===== config.mk =====
export PLATFORM = sky130hd
export DESIGN_NAME = fxp_round_unit
export DESIGN_NICKNAME = d
export VERILOG_FILES = /design/src/rtl/fxp_round_pkg.sv /design/src/rtl/fxp_round_bits.sv /design/src/rtl/fxp_round_decide.sv /design/src/rtl/fxp_round_satinc.sv /design/src/rtl/fxp_round_unit.sv
export SDC_FILE = /design/constraint.sdc
export NUM_CORES = 1
export LEC_CHECK = 0
export BUFFER_PORTS_ARGS = -buffer_cell sky130_fd_sc_hd__buf_2
export CORE_MARGIN = 2
export CORE_UTILIZATION = 46
export DETAILED_ROUTE_END_ITERATION = 8
export PLACE_DENSITY = 0.79
export SYNTH_ARGS = -nofsm -noshare
export SYNTH_HDL_FRONTEND = slang
export SYNTH_SLANG_ARGS = --single-unit

===== constraint.sdc =====
create_clock -name clk_i -period 0.9 [get_ports clk_i]
set_input_delay 0.09 -clock clk_i [delete_from_list [all_inputs] [get_ports clk_i]]
set_output_delay 0.09 -clock clk_i [all_outputs]
set_load 0.05 [all_outputs]

===== src/rtl/fxp_round_pkg.sv =====
package fxp_round_pkg;
  typedef enum logic [2:0] {
    RM_UP    = 3'd0,
    RM_ZERO  = 3'd1,
    RM_DOWN  = 3'd2,
    RM_AWAY  = 3'd3,
    RM_HALFP = 3'd4,
    RM_EVEN  = 3'd5
  } rnd_mode_e;
endpackage


===== src/rtl/fxp_round_bits.sv =====
module fxp_round_bits #(
  parameter int DROP_W = 4
) (
  input  logic [DROP_W-1:0] frac_i,
  output logic              guard_o,
  output logic              sticky_o
);
  assign guard_o = frac_i[DROP_W-1];
  generate
    if (DROP_W == 1) begin : g_nosticky
      assign sticky_o = 1'b0;
    end else begin : g_sticky
      assign sticky_o = |frac_i[DROP_W-2:0];
    end
  endgenerate
endmodule


===== src/rtl/fxp_round_decide.sv =====
module fxp_round_decide
  import fxp_round_pkg::*;
(
  input  logic [2:0] mode_i,
  input  logic       neg_i,
  input  logic       lsb_i,
  input  logic       guard_i,
  input  logic       sticky_i,
  output logic       inc_o
);
  logic inexact;
  assign inexact = guard_i | sticky_i;

  always_comb begin
    unique case (mode_i)
      RM_UP:    inc_o = inexact;
      RM_ZERO:  inc_o = neg_i & inexact;
      RM_AWAY:  inc_o = guard_i & (sticky_i | ~neg_i);
      RM_HALFP: inc_o = guard_i;
      RM_EVEN:  inc_o = guard_i & (sticky_i | lsb_i);
      default:  inc_o = 1'b0;  // down, and codes 6/7
    endcase
  end
endmodule


===== src/rtl/fxp_round_satinc.sv =====
module fxp_round_satinc #(
  parameter int OUT_W = 12
) (
  input  logic [OUT_W-1:0] kept_i,
  input  logic             signed_i,
  input  logic             inc_i,
  output logic [OUT_W-1:0] res_o,
  output logic             ovf_o
);
  logic [OUT_W-1:0] max_val;
  assign max_val = signed_i ? {1'b0, {(OUT_W-1){1'b1}}} : {OUT_W{1'b1}};
  assign ovf_o   = inc_i & (kept_i == max_val);
  assign res_o   = ovf_o ? max_val : kept_i + {{(OUT_W-1){1'b0}}, inc_i};
endmodule


===== src/rtl/fxp_round_unit.sv =====
module fxp_round_unit #(
  parameter int DATA_W = 16,
  parameter int DROP_W = 4,
  localparam int OUT_W = DATA_W - DROP_W
) (
  input  logic              clk_i,
  input  logic              rst_ni,
  input  logic              valid_i,
  input  logic [DATA_W-1:0] data_i,
  input  logic              signed_i,
  input  logic [2:0]        mode_i,
  output logic              valid_o,
  output logic [OUT_W-1:0]  data_o,
  output logic              ovf_o
);
  logic [OUT_W-1:0] kept, res;
  logic guard, sticky, neg, inc, ovf;

  assign kept = data_i[DATA_W-1:DROP_W];
  assign neg  = signed_i & data_i[DATA_W-1];

  fxp_round_bits #(.DROP_W(DROP_W)) u_bits (
    .frac_i  (data_i[DROP_W-1:0]),
    .guard_o (guard),
    .sticky_o(sticky)
  );

  fxp_round_decide u_dec (
    .mode_i  (mode_i),
    .neg_i   (neg),
    .lsb_i   (kept[0]),
    .guard_i (guard),
    .sticky_i(sticky),
    .inc_o   (inc)
  );

  fxp_round_satinc #(.OUT_W(OUT_W)) u_inc (
    .kept_i  (kept),
    .signed_i(signed_i),
    .inc_i   (inc),
    .res_o   (res),
    .ovf_o   (ovf)
  );

  always_ff @(posedge clk_i or negedge rst_ni) begin
    if (!rst_ni) begin
      valid_o <= 1'b0;
      ovf_o   <= 1'b0;
      data_o  <= '0;
    end else begin
      valid_o <= valid_i;
      ovf_o   <= valid_i & ovf;
      if (valid_i) data_o <= res;
    end
  end
endmodule


==> results.yml <==
power:
  power_mw: 2.12
  powerDensity_mw_per_mm2: 1290
  power.leakage_nw: 0.781
  vdd_drop_max_mv: 1.14
floorplanning:
  coreArea_mm2: 0.00175
  ios: 37
  die-area_mm2: 0.00223
  rows: 15
  die_w_um: 47.2
  dieHeight_um: 47.2
  start_util_pct: 49.2
worst_setup_path:
  crit_chain: "buf_8, ha_4, or4b_4, o21ai_4, nor3_2, ha_2, ha_4, buf_4, buf_6, xor2_1, nor2_1, a21oi_1"
  critPathLaunchType: "primary input"
  rr_startpoint: "data_o[10]"
  reg2reg_to: "data_o[10]"
  slowest_delay_ns: 0.53
  cp.arrival_ns: 2.09
  crit_slowest_cell: "or4b_4"
  crit_path_start: "data_i[15]"
  r2r_cells: 4
  crit_type: "in2reg"
  crit_required_ns: 1.08
  critPathCaptureType: "register"
  cp_max_fo: 2
  ff2ff_setup_slack_ns: -0.05
  cpMostUsedCell: "ha_4"
synth:
  syn_inst: 96
  synth-xor-area-share_pct: 9.18
  synth_seq_cells: 14
  synthMuxAreaShare_pct: 0
  synth_top_family_by_area: "simple AND/OR/NAND/NOR gates"
  ys_types: 31
  synth_edf_count: 0
  synthFlopType: "dfrtp_1"
  yosys.area_share.simple_pct: 31.5
  synthArstFlopShare_pct: 100
  synth-compound-area-share_pct: 10.6
  yosys.area_share.adder_pct: 4.37
  synth_area_um2: 858
  synth_warnings: 0
  ys_seq_area_share_pct: 40.8
  syn_area_per_cell_um2: 8.94
  syn-num-nets: 122
clocking:
  cts_max_level: 1
  cts.sinks: 14
  clockBufferDepth: 2
  insertion_delay_ns: 0.30
  cts_tree: "built"
  root_buffer: "clkbuf_4"
  cts_buffers: 3
  clk_pin_slew_worst_paths_ns: 0.10
final_layout:
  nets: 201
  utilization_pct: 93.9
  drive_gt1_share_pct: 59.8
  fillers: 51
  n_antenna_cell: 0
  instances_no_fill: 199
  area_growth_pct: 91.0
global_routing:
  grt_max_degree: 20
  grt_pass1_vias: 1058
  antenna_found_initial: 0
  grt_usage_pct: 29.0
  grt_overflow: 0
  grt_pass1_wl_um: 4400
status:
  status: "finished, violations left"
  violations: "setup timing"
placed_design:
  placedCellCount: 180
  hpwl_um: 1680
  port-buffer-count: 36
  gp_congestion: 0.791
hold_path:
  hold_path_end: "data_o[11]"
  min_path_type: "in2reg"
  whs_path_depth: 4
  hold_start: "data_i[15]"
sta:
  post-route-min-period_ns: 1.90
  final-setup-viol-count: 27
  fmax_mhz: 525
  setup_tns_ns: -11.27
  slew_headroom_pct: 76.4
  rsz0062_at_grt: "true"
  hold_violations: 0
  worstMarginPinSlew_ns: 0.350
  setup_ws_ns: -1.00
  finalClockSkew_ns: 0
  post-route-period-util_pct: 211
  report.final.slew_viol_count: 0
route:
  drt-initial-drc-count: 50
  ant_nets: 0
  drcViolationCount: 0
  via_count: 1150
  finalWirelength_um: 3860
  viasPerCell: 5.78
  routedWlPerCell_um: 19.4
  first_pass_iters: 6
job:
  maxCapViolations: 0
## synthesized netlist by cell type (2+ instances only)
cell type | count | area share [%]
nor2_2 | 2 | 1.5
clkbuf_1 | 2 | 0.87
a21oi_2 | 2 | 2.0
ha_1 | 3 | 4.4
a21oi_1 | 5 | 2.9
xor2_1 | 4 | 4.1
nor3_1 | 8 | 4.7
nor2_1 | 21 | 9.2
nand2_1 | 5 | 2.2
dfrtp_1 | 14 | 41
xnor2_1 | 5 | 5.1
inv_1 | 3 | 1.3
nand3_1 | 3 | 1.7
o21ai_0 | 2 | 1.2
## worst max-delay path by stage
stage,endpoint,cells past startpoint
after CTS,data_o[10],12
after floorplan,data_o[10],11
after global placement,data_o[10],12
final,data_o[2],12
after detailed placement,data_o[10],12
after global routing,data_o[2],12
## logic make-up after synthesis
| kind of cell | after synthesis |
|---|---|
| compound gates | 14 |
| fa+ha+maj | 3 |
| simple gates | 50 |
| flops | 14 |
| xor+xnor | 9 |
| buf+inv | 6 |
## timing repair
action	in CTS	in global routing
cloned	0	0
hold buffers	1	0
gates resized for setup	42	8
buffers inserted	8	7
pin swaps	19	11
endpoints found under the hold margin	14	0
endpoints found under the setup margin	27	27
## sequential cells by signal, summed over array words and instances, names as in the netlist
name,count
valid_o,1
data_o,12
ovf_o,1
## final cells by class
class	instances	area [um^2]	area share, %
Clock buffer	4	36.3	2.21
Inverter	3	11.3	0.687
Multi-Input combinational cell	76	597	36.4
Sequential cell	14	350	21.4
Tap cell	25	31.3	1.91
Timing Repair Buffer	77	613	37.4
## per-stage QoR
step	hold slack (ns)	area [um^2]	setup WS (ns)
floorplan	-0.206	917	-1.14
global placement	-0.00620	1310	-1.24
global route	0.174	1640	-1.17
CTS	0.154	1550	-0.904
finish	0.163	1640	-1.00
detailed placement	-0.000761	1310	-1.30
## cells in the final DEF (no fill, tap or decap), types with 2 or more instances in the layout
cell / instances
nand2_1: 3
nor3_1: 5
nand3_1: 2
xnor2_2: 2
nor3_2: 3
buf_4: 35
xor2_1: 4
ha_4: 2
a21oi_1: 5
buf_2: 20
dfrtp_1: 14
nand2_4: 2
clkbuf_4: 3
nor2_4: 2
nor2_1: 21
buf_6: 20
a21oi_2: 2
inv_1: 3
xnor2_1: 3
## layer usage
layer | up-vias | GRT usage [%] | wire [um]
met1 | 538 | 28.9 | 1330
met4 | 0 | 18.9 | 275
met5 | - | 7.50 | 0
met3 | 27 | 6.54 | 360
li1 | 491 | - | -
met2 | 94 | 52.3 | 1900
## critical path, delay by kind of cell
family | cells | cell delay [ns]
AOI/OAI and AO/OA | 2 | 0.18
buffers and inverters | 3 | 0.35
adders and majority gates | 3 | 0.51
and+or+nand+nor | 3 | 0.78
xor gates and xnor gates | 1 | 0.18
## power breakdown
part	switching (mW)	internal (mW)
registers	0.0429	0.687
logic	0.498	0.397
clock network	0.247	0.247
total	0.788	1.33
Power figures use the tool's default switching activity.
